`config.mk`:
```
export PLATFORM = sky130hd
export DESIGN_NAME = err_status_agg
export DESIGN_NICKNAME = d
export VERILOG_FILES = /design/src/rtl/err_agg_pkg.sv /design/src/rtl/err_agg_ctrl.sv /design/src/rtl/err_agg_datapath.sv /design/src/rtl/err_status_agg.sv
export SDC_FILE = /design/constraint.sdc
export NUM_CORES = 1
export LEC_CHECK = 0
export CORE_MARGIN = 5
export CORE_UTILIZATION = 40
export CTS_BUF_LIST = sky130_fd_sc_hd__clkbuf_4 sky130_fd_sc_hd__clkbuf_8
export DETAILED_ROUTE_END_ITERATION = 8
export PLACE_DENSITY = 0.88
export SLEW_MARGIN = 40
export SYNTH_ARGS = -nofsm -noshare
export SYNTH_HDL_FRONTEND = slang
export SYNTH_SLANG_ARGS = --single-unit
export TNS_END_PERCENT = 20
```
`constraint.sdc`:
```
create_clock -name clk -period 2.97 [get_ports clk]
set_input_delay 0.297 -clock clk [delete_from_list [all_inputs] [get_ports clk]]
set_output_delay 0.297 -clock clk [all_outputs]
set_load 0.02 [all_outputs]
```
`src/rtl/err_agg_pkg.sv`:
```
package err_agg_pkg;
  localparam int ERR_W = 8;

  typedef struct packed {
    logic clearAll;
    logic loadMask;
  } errCtlT;
endpackage

```
`src/rtl/err_agg_ctrl.sv`:
```
module err_agg_ctrl
  import err_agg_pkg::*;
(
  input  logic   frameStart,
  input  logic   statusRead,
  input  logic   maskWrEn,
  output errCtlT ctl
);
  always_comb begin
    ctl.clearAll = frameStart | statusRead;
    ctl.loadMask = maskWrEn;
  end
endmodule

```
`src/rtl/err_agg_datapath.sv`:
```
module err_agg_datapath
  import err_agg_pkg::*;
#(
  parameter int WIDTH = ERR_W
) (
  input  logic             clk,
  input  logic             rst,
  input  errCtlT           ctl,
  input  logic [WIDTH-1:0] errPulse,
  input  logic [WIDTH-1:0] maskWrData,
  output logic [WIDTH-1:0] statusData,
  output logic             errFlagN
);
  localparam logic [WIDTH-1:0] ALL_ON = {WIDTH{1'b1}};

  logic [WIDTH-1:0] maskReg;
  logic [WIDTH-1:0] statusReg;
  logic [WIDTH-1:0] keptBits;
  logic [WIDTH-1:0] newBits;

  always_comb begin
    keptBits = ctl.clearAll ? '0 : statusReg;
    newBits  = errPulse & maskReg;
  end

  always_ff @(posedge clk) begin
    if (rst) begin
      maskReg   <= ALL_ON;
      statusReg <= '0;
    end else begin
      if (ctl.loadMask) maskReg <= maskWrData;
      statusReg <= keptBits | newBits;
    end
  end

  assign statusData = statusReg;
  assign errFlagN   = ~(|statusReg);


  reset_state_chk: assert property (@(posedge clk)
    rst |=> (statusReg == '0 && maskReg == ALL_ON && errFlagN));


  sticky_hold_chk: assert property (@(posedge clk) disable iff (rst)
    !ctl.clearAll |=> ((statusReg & $past(statusReg)) == $past(statusReg)));


  flag_low_chk: assert property (@(posedge clk) disable iff (rst)
    (|(errPulse & maskReg)) |=> !errFlagN);


  clear_empty_chk: assert property (@(posedge clk) disable iff (rst)
    (ctl.clearAll && errPulse == '0) |=> (statusReg == '0 && errFlagN));


  pulse_wins_chk: assert property (@(posedge clk) disable iff (rst)
    ctl.clearAll |=> ((statusReg & $past(errPulse & maskReg)) == $past(errPulse & maskReg)));


  masked_ignored_chk: assert property (@(posedge clk) disable iff (rst)
    1'b1 |=> ((statusReg & ~$past(maskReg) & ~$past(statusReg)) == '0));
endmodule

```
`src/rtl/err_status_agg.sv`:
```
module err_status_agg
  import err_agg_pkg::*;
(
  input  logic             clk,
  input  logic             rst,
  input  logic [ERR_W-1:0] errPulse,
  input  logic             frameStart,
  input  logic             statusRead,
  input  logic             maskWrEn,
  input  logic [ERR_W-1:0] maskWrData,
  output logic [ERR_W-1:0] statusData,
  output logic             errFlagN
);
  errCtlT ctl;

  err_agg_ctrl ctrl_i (
    .frameStart(frameStart),
    .statusRead(statusRead),
    .maskWrEn  (maskWrEn),
    .ctl       (ctl)
  );

  err_agg_datapath #(.WIDTH(ERR_W)) dp_i (
    .clk       (clk),
    .rst       (rst),
    .ctl       (ctl),
    .errPulse  (errPulse),
    .maskWrData(maskWrData),
    .statusData(statusData),
    .errFlagN  (errFlagN)
  );
endmodule

```
# Word level (Yosys, flattened, before mapping)
# Cells that the tools add are included.
# word_totals
regBits	16
latchBits	0
ramBits	0
rom_bits	0
elab_cells	8
memories	0
# op_classes
n_addsub	0
n_mul	0
div_mod_pow	0
n_lt_le_gt_ge	0
eq_ne	0
shift	0
muxes	1
bitwise	4
reduce_logical	1
# op_table
op	n
$and A8 B8 Y8	1
$mux W8	1
$or A8 B8 Y8	1
$reduce_or A8 Y1	1
$not A1 Y1	1
$or A1 B1 Y1	1

# Depth between registers and ports, before layout
# Gate-level depths: netlist of the first run.
# logic_depth
word_depth	3
depth_mapped	3
mapped_depth_nobuf	2

# Cells and area by module
# Synthesis of the first run repeated with hierarchy kept, for this count alone.
# unflattened
hier_cells	64
hier_area_um2	611.8
# modules_own_cells
mod	instances	cells_per_inst	area_per_inst_um2
err_agg_datapath	1	62	598.1
err_agg_ctrl	1	2	13.8

# Worst setup path after synthesis of the first run
# Ideal clock, no wire load.
# synth_path
kind	reg2out
start	register dp_i.statusReg[1] (netlist: dp_i.statusData[1])
end	output errFlagN
arrival_time_ns	1.193
t_required_ns	2.673
slack_ns	1.480
path_stages_with_launch	3
cell_sequence	dfxtp_1 or4_1 nor2_1
# synth_via
elab_chain_len	2
# synth_rtl
element	line_no	text
start: declaration	err_agg_datapath.sv:17	logic [WIDTH-1:0] statusReg;
start signal: assignment	err_agg_datapath.sv:32	statusReg <= keptBits | newBits;
$reduce_or A8 Y1	err_agg_datapath.sv:37	assign errFlagN = ~(|statusReg);
$not A1 Y1	err_agg_datapath.sv:37	
end: declaration	err_status_agg.sv:12	output logic errFlagN
# Every way passes these cells.

# Worst setup path in the final report of the first run
# Same ends and word-level chain as after synthesis.

==> results_dict.tcl, run 1 <==
set metrics [dict create \
    status "finished, final reports clean" \
    grt_usage_pct 12.1 \
    clock_latency_ps 290 \
    p_leak_nw 0.367 \
    clock_path_buffers 2 \
    regToRegSetupSlack_ps 2020 \
    timing.final.crit_period_ps 2130 \
    clk_pin_slew_worst_paths_ps 90 \
    cts_sinks 16 \
    grt_pass1_vias 545 \
    synthTopCellsByArea "dfxtp_1 (52%), a211o_1 (11%), nor2b_1 (8.1%)" \
    hp-class "register to register" \
    cp-start-kind "register" \
    drv_slew 0 \
    endpoint "errFlagN" \
    fin_crit_sh_pct 71.6 \
    required_ps 2670 \
    yosysWarningCount 0 \
    hpwl_mm 1.09 \
    syn_area_sq_um 617 \
    postSynthAreaPerCell_sq_um 9.64 \
    relSlewSlack_pct 54.1 \
    die_y_um 49.3 \
    post-route-cell-area_sq_um 945 \
    fin_ws_ps 844 \
    dieArea_sq_um 2430 \
    hold_viol 0 \
    synth_top_area_share_pct 51.9 \
    grt_first_pass_wirelength_mm 2.28 \
    reg2reg_depth 2 \
    crit_type "register to primary output" \
    synth_cell_types 15 \
    ctsHoldBuffers 0 \
    grt_max_degree 24 \
    ant_nets 0 \
    h-tree-depth 1 \
    rr_endpoint "dp_i.statusData[6]" \
    fin_skew_ps 2.23 \
    seq_area_frac_synth_pct 51.9 \
    antenna_found_initial 0 \
    timing.hold.ws_ps 480 \
    cts-resized-gates 0 \
    endpoint_kind "primary output" \
    cts_setup_buffers 0 \
    rsz0062_at_grt "no" \
    start_util_pct 41.4 \
    place_congestion 0.669 \
    viasPerCell 5.20 \
    path_max_fanout 3 \
    ys_ff_latch 16 \
    cts_buffers 3 \
    fin_util_pct 63.4 \
    portBuffers 29 \
    antennaDiodeCount 0 \
    wl_per_cell_um 13.1 \
    yosys.area.top_type "dfxtp_1" \
    reg2reg_from "dp_i.statusData[6]" \
    root_buffer "clkbuf_4" \
    overflow 0 \
    drive_gt1_share_pct 4.30 \
    max_stage_delay_ps 600 \
    area_growth_pct 53.1 \
    first_iter_violations 14 \
    first_pass_iters 4 \
    crit_arrival_ps 1830 \
    rows 14 \
    timing.fmax_mhz 470 \
    cp-startpoint "dp_i.statusData[1]" \
    cp_cell_sequence "or4_1, nor2_1, clkdlybuf4s50_1" \
    drc_errors 0 \
    nNetsFinal 115 \
    fp.dieW_um 49.3 \
    cap_violations 0 \
    setup-violations-final 0 \
    synth_nets 85 \
    core_area_sq_um 1490 \
    postRouteWirelength_mm 1.43 \
    synthCells 64 \
    ios 30 \
    dp_slack_ps 1160 \
    placed_cell_area_sq_um 908 \
    fin_setup_tns_ps 0 \
    num_vias 567 \
    worst_pin_slew_ps 687 \
    powerDensity_nw_per_um2 502 \
    vdd.ir_drop.worst_uv 268 \
    cts_tree "done" \
    cpMaxStageDelayCell "clkdlybuf4s50_1" \
]
==> per-stage QoR <==
stage | power, W | instances
6_report | 0.000474 | 109
5_1_grt | 0.000494 | 109
4_1_cts | 0.000478 | 109
3_5_place_dp | 0.000336 | 105
3_3_place_gp | 0.000334 | 105
2_1_floorplan | 0.000285 | 64
==> routing by layer <==
| metal | track usage, % | share of wire, % | vias up | routed length [um] |
|---|---|---|---|---|
| met4 | 6.73 | 2.0 | 0 | 29 |
| met3 | 3.36 | 8.9 | 3 | 127 |
| met2 | 18.5 | 45 | 27 | 641 |
| li1 | - | - | 282 | - |
| met5 | 0 | 0 | - | 0 |
| met1 | 15.0 | 44 | 255 | 627 |
==> sequential cells by signal, summed over array words and instances, names as in the netlist <==
signal	flops
dp_i.statusData	8
dp_i.maskReg	8
==> cell usage in the layout (no fill, tap or decap), drive strengths merged <==
| master | instances |
|---|---|
| clkdlybuf4s50 | 29 |
| nand2b | 6 |
| a211o | 8 |
| or2 | 1 |
| nor2 | 1 |
| nor2b | 8 |
| or3b | 1 |
| dfxtp | 16 |
| or2b | 1 |
| a21oi | 1 |
| nand2 | 8 |
| or4 | 2 |
| clkbuf | 4 |
| o22ai | 7 |
==> cell families after synthesis <==
| logic type | after synthesis | share of synthesized area [%] |
|---|---|---|
| flip-flops | 16 | 51.9 |
| AO/OA/AOI/OAI | 16 | 19.3 |
| buffers and inverters | 4 | 3.04 |
| AND/OR/NAND/NOR | 28 | 25.8 |
==> worst min path at each step <==
| stage | start | to | cells after the start |
|---|---|---|---|
| global placement | dp_i.maskReg[6] | dp_i.statusData[6] | 2 |
| floorplan | maskWrData[7] | dp_i.maskReg[7] | 1 |
| detailed placement | dp_i.maskReg[6] | dp_i.statusData[6] | 2 |
| CTS | dp_i.maskReg[1] | dp_i.statusData[1] | 2 |
| finish | dp_i.maskReg[2] | dp_i.statusData[2] | 2 |
| global route | dp_i.maskReg[5] | dp_i.statusData[5] | 2 |
==> final cells by class <==
type                       count  area [sq um]
fill                         131           544
sequential                    16           320
timing repair buffer          29           290
multi-input combinational     44           278
clock buffer                   4          36.3
tap                           16          20.0
==> report_power, final <==
part	internal, W	switching, W
clock	0.0000747	0.0000684
sequential	0.000230	0.00000896
combinational	0.0000556	0.0000365
total	0.000360	0.000114
==> Yosys cell counts <==
| cell | instances |
|---|---|
| or4_1 | 2 |
| nor2b_1 | 8 |
| buf_4 | 1 |
| a211o_1 | 8 |
| clkbuf_1 | 2 |
| or3b_1 | 1 |
| or2_0 | 1 |
| nand2_1 | 8 |
| dfxtp_1 | 16 |
| nand2b_1 | 6 |
| buf_1 | 1 |
| o22ai_1 | 7 |
| nor2_1 | 1 |
| or2b_1 | 1 |
| a21oi_1 | 1 |
==> worst max-delay path, delay by kind of cell (launching register included) <==
family                 cells  cell delay, ps
AND/OR/NAND/NOR            2             620
buffers and inverters      1             600
flip-flops                 1             330
(Power assumes the default switching activity.)
==> run 2: changes to the inputs <==
CORE_UTILIZATION = 36   (was 40)
PLACE_DENSITY = 0.84   (was 0.88)
clock period = 1.8 ns   (was 2.97 ns; I/O delays follow)
==> run 2 against run 1 <==
Final area increased by 0.93%. Sequential share of layout area decreased by 0.31 points. Cell count up 1.8%. Worst setup slack worse by 760 ps. Die area up 8.8%. Global-route usage is 0.85 points lower. Flip-flop and latch count unchanged. Routed wire length down 4.5%. Clock-buffer cell count is the same. Critical endpoint unchanged. Largest cell class unchanged.
==> results_dict.tcl, run 2 (synthesis results as in run 1) <==
set metrics [dict create \
    status "finished, final reports clean" \
    fp.dieW_um 51.4 \
    ctsHoldBuffers 0 \
    cp-startpoint "dp_i.statusData[5]" \
    postRouteWirelength_mm 1.36 \
    relSlewSlack_pct 66.2 \
    drive_gt1_share_pct 5.32 \
    portBuffers 29 \
    hold_viol 0 \
    rows 15 \
    cap_violations 0 \
    dieArea_sq_um 2640 \
    ant_nets 0 \
    setup-violations-final 0 \
    endpoint_kind "primary output" \
    fin_cells 111 \
    nNetsFinal 116 \
    dp_slack_ps 78.1 \
    layout_commonest_cell "clkdlybuf4s50_1" \
    cts_setup_buffers 0 \
    die_y_um 51.4 \
    path_max_fanout 3 \
    drv_slew 0 \
    timing.fmax_mhz 584 \
    cts_tree "done" \
    crit_arrival_ps 1530 \
    fin_skew_ps 1.61 \
    cts_buffers 3 \
    start_util_pct 36.9 \
    num_vias 560 \
    fin_crit_sh_pct 95.1 \
    reg2reg_from "dp_i.statusData[6]" \
    antennaDiodeCount 0 \
    overflow 0 \
    clk_pin_slew_worst_paths_ps 90 \
    wl_per_cell_um 12.3 \
    root_buffer "clkbuf_4" \
    crit_type "register to primary output" \
    worstHoldStart "errPulse[6]" \
    first_pass_iters 4 \
    clock_latency_ps 270 \
    h-tree-depth 1 \
    grt_max_degree 24 \
    grt_pass1_vias 490 \
    worst_pin_slew_ps 505 \
    area_growth_pct 54.6 \
    antenna_found_initial 0 \
    fin_util_pct 57.1 \
    grt_first_pass_wirelength_mm 2.15 \
    clock_path_buffers 2 \
    vdd.ir_drop.worst_uv 459 \
    numPlacedInstances 107 \
    powerDensity_nw_per_um2 809 \
    drc_errors 0 \
    rsz0062_at_grt "no" \
    cp-start-kind "register" \
    viasPerCell 5.05 \
    hpwl_mm 1.02 \
    grt_usage_pct 11.2 \
    p_leak_nw 0.373 \
    cts_sinks 16 \
    hp-class "primary input to register" \
    fin_ws_ps 88.1 \
    finalPower_w 0.000771 \
    timing.final.crit_period_ps 1710 \
    first_iter_violations 9 \
    fin_setup_tns_ps 0 \
    place_congestion 0.711 \
    required_ps 1620 \
    ios 30 \
    core_area_sq_um 1670 \
    final_cell_mix "clkdlybuf4s50_1 (28), dfxtp_1 (16), nand2_1 (8), nor2b_1 (8), a211o_1 (8)" \
]
-- run 2: path summary, 6_finish.rpt --
kind                                            to  slack (ps)  cells past startpoint
worst min register to register  dp_i.statusData[6]         460                      2
worst max register to register  dp_i.statusData[6]         920                      2
worst min-delay path            dp_i.statusData[6]         460                      3
worst max-delay path                      errFlagN          90                      3
-- run 2: final cells by class --
type | count | area [sq um]
fill | 144 | 717
sequential | 16 | 320
timing repair buffer | 30 | 298
multi-input combinational | 44 | 278
clock buffer | 4 | 36.3
tap | 17 | 21.3
-- run 2: worst max-delay path, cell delays in order (launching register included) --
cell             delay [ps]
dfxtp_1                 330
or4_1                   520
nor2_1                  100
clkdlybuf4s15_1         310
-- run 2: where the power goes --
group	switching, W	internal [W]
sequential	0.0000132	0.000379
clock	0.000104	0.000123
combinational	0.0000602	0.0000921
-- run 2: metal layers --
metal	wire length, um	global-route usage, %	up-vias
met3	96	3.21	2
met1	560	13.7	255
met5	0	0	-
li1	-	-	287
met4	28	7.86	0
met2	676	16.7	16
-- run 2: timing repair --
item	in CTS	in global routing
endpoints found under the hold margin	0	0
pin swaps	0	0
endpoints found under the setup margin	1	1
gates resized for setup	1	1
-- run 2: metrics by stage --
step,hold WS (ps),instance area [sq um]
2_1_floorplan,298,617
3_3_place_gp,441,917
3_5_place_dp,447,917
4_1_cts,451,952
5_1_grt,463,953
6_report,457,953
==> run 3: changes to the inputs <==
CORE_MARGIN = default   (was 5)
CORE_UTILIZATION = 34   (was 36)
CTS_BUF_LIST = default   (was sky130_fd_sc_hd__clkbuf_4 sky130_fd_sc_hd__clkbuf_8)
PLACE_DENSITY = 0.81   (was 0.84)
==> run 3 against run 2 <==
Combinational power barely moved. Sequential power is essentially flat. Clock-buffer cell count unchanged. Largest power group unchanged.
==> results_dict.tcl, run 3 (synthesis results as in run 1) <==
set metrics [dict create \
    fp.dieW_um 44.6 \
    first_iter_violations 12 \
    fillers 151 \
    hold_viol 0 \
    timing.final.crit_period_ps 1730 \
    cts_tree "done" \
    start_util_pct 36.1 \
    root_buffer "clkbuf_4" \
    layout_commonest_cell "clkdlybuf4s50_1" \
    grt_first_pass_wirelength_mm 2.35 \
    finalPower_w 0.000777 \
    core_area_sq_um 1710 \
    grt_usage_pct 16.5 \
    drv_slew 0 \
    cts_sinks 16 \
    relSlewSlack_pct 64.9 \
    rr_endpoint "dp_i.statusData[6]" \
    power_switching_w 0.000183 \
    powerDensity_nw_per_um2 807 \
    antennaDiodeCount 0 \
    fin_setup_tns_ps 0 \
    fin_crit_sh_pct 96.4 \
    clock_latency_ps 280 \
    seq_area_sq_um 320 \
    clock_path_buffers 2 \
    worstHoldStart "errPulse[6]" \
    swShare_pct 23.5 \
    ctsHoldBuffers 0 \
    grt_max_degree 17 \
    regToRegSetupSlack_ps 910 \
    final_cell_mix "clkdlybuf4s50_1 (28), dfxtp_1 (16), nand2_1 (8), nor2b_1 (8), a211o_1 (8)" \
    drive_gt1_share_pct 5.32 \
    crit_arrival_ps 1550 \
    hp-class "primary input to register" \
    post-route-cell-area_sq_um 962 \
    fin_cells 119 \
    critical_path_buf_inv_count 1 \
    dieArea_sq_um 1990 \
    placed_cell_area_sq_um 927 \
    clk_pin_slew_worst_paths_ps 90 \
    endpoint_kind "primary output" \
    cp_cell_sequence "or4_1, nor2_1, dlygate4sd2_1" \
    cp-start-kind "register" \
    area_growth_pct 56.0 \
    vdd.ir_drop.worst_uv 350 \
    fin_skew_ps 2.78 \
    die_y_um 44.6 \
    hold_path_depth 3 \
    wl_per_cell_um 11.6 \
    crit_type "register to primary output" \
    drc_errors 0 \
    rows 15 \
    reg2reg_depth 2 \
    ios 30 \
    cpMaxStageDelayCell "or4_1" \
    grt_pass1_vias 571 \
    cap_violations 0 \
    h-tree-depth 1 \
    seqPwrFrac_pct 50.6 \
    rsz0062_at_grt "no" \
    p_int_w 0.000594 \
    place_congestion 0.683 \
    max_stage_delay_ps 530 \
    pwr-share-clk_pct 29.8 \
    numPlacedInstances 115 \
    postRouteWirelength_mm 1.38 \
    portBuffers 29 \
    cpLargestDelayFamily "simple AND/OR/NAND/NOR gates" \
    reg2reg_from "dp_i.statusData[6]" \
    overflow 0 \
    dp_slack_ps 89.0 \
    setup-violations-final 0 \
    status "finished, final reports clean" \
    path_max_fanout 3 \
    viasPerCell 4.73 \
    antenna_found_initial 0 \
    power.share.combinational_pct 19.7 \
    holdPathEnd "dp_i.statusData[6]" \
    nNetsFinal 116 \
    worst_pin_slew_ps 525 \
    p_leak_nw 0.376 \
    ant_nets 0 \
    first_pass_iters 4 \
    fin_ws_ps 65.3 \
    timing.fmax_mhz 576 \
    hpwl_mm 1.06 \
    required_ps 1620 \
    num_vias 563 \
    cts_buffers 3 \
    multi_input_area_sq_um 278 \
]
==> run 3: changes by cell type in the layout (fill, tap and decap cells not counted), sizes merged <==
cell / change
dlygate4sd2: +1
clkdlybuf4s15: -1
==> run 3: per-stage QoR <==
| stage | hold slack [ps] | util (%) |
|---|---|---|
| after floorplan | 298 | - |
| after global placement | 440 | 54.3 |
| after detailed placement | 443 | 54.3 |
| after CTS | 431 | 56.3 |
| after global routing | 459 | 56.3 |
| final | 441 | 56.3 |
==> run 3: power by group through the flow <==
stage	Combinational [W]	Sequential (W)	Clock, W
5_1_grt	0.000165	0.000395	0.000259
3_3_place_gp	0.000154	0.000399	0
6_report	0.000153	0.000393	0.000231
4_1_cts	0.000154	0.000393	0.000242
2_1_floorplan	0.0000563	0.000414	0
3_5_place_dp	0.000155	0.000401	0
==> run 3: per-layer routing <==
layer,share of wire [%],routed length (um),vias up,GRT usage [%]
met5,0,0,-,0
met4,0,0,0,7.88
met3,5.2,72,0,3.27
met2,47,654,23,26.8
met1,47,653,253,20.9
li1,-,-,287,-
==> run 3: tightest hold or removal path, cell delays in order <==
cell             delay, ps
clkdlybuf4s50_1        390
nand2_1                 60
a21oi_1                 50
==> run 3: area by class of cell <==
cell class,instances,share of cell area [%]
repair buffers,30,30.8
well taps,25,3.25
clock buffers,4,3.77
flip-flops and latches,16,33.3
multi-input cells,44,28.9
==> run 3: how the worst max path moves through the flow <==
| stage | start | endpoint | cells past startpoint |
|---|---|---|---|
| final | dp_i.statusData[5] | errFlagN | 3 |
| after global routing | dp_i.statusData[5] | errFlagN | 3 |
| after CTS | dp_i.statusData[5] | errFlagN | 3 |
| after detailed placement | dp_i.statusData[5] | errFlagN | 3 |
| after floorplan | dp_i.statusData[1] | errFlagN | 2 |
| after global placement | dp_i.statusData[1] | errFlagN | 3 |
==> run 3: what timing repair did <==
| action | CTS | global route |
|---|---|---|
| buffers inserted | 0 | 0 |
| setup endpoints to repair | 1 | 0 |
| resized for setup | 1 | 0 |
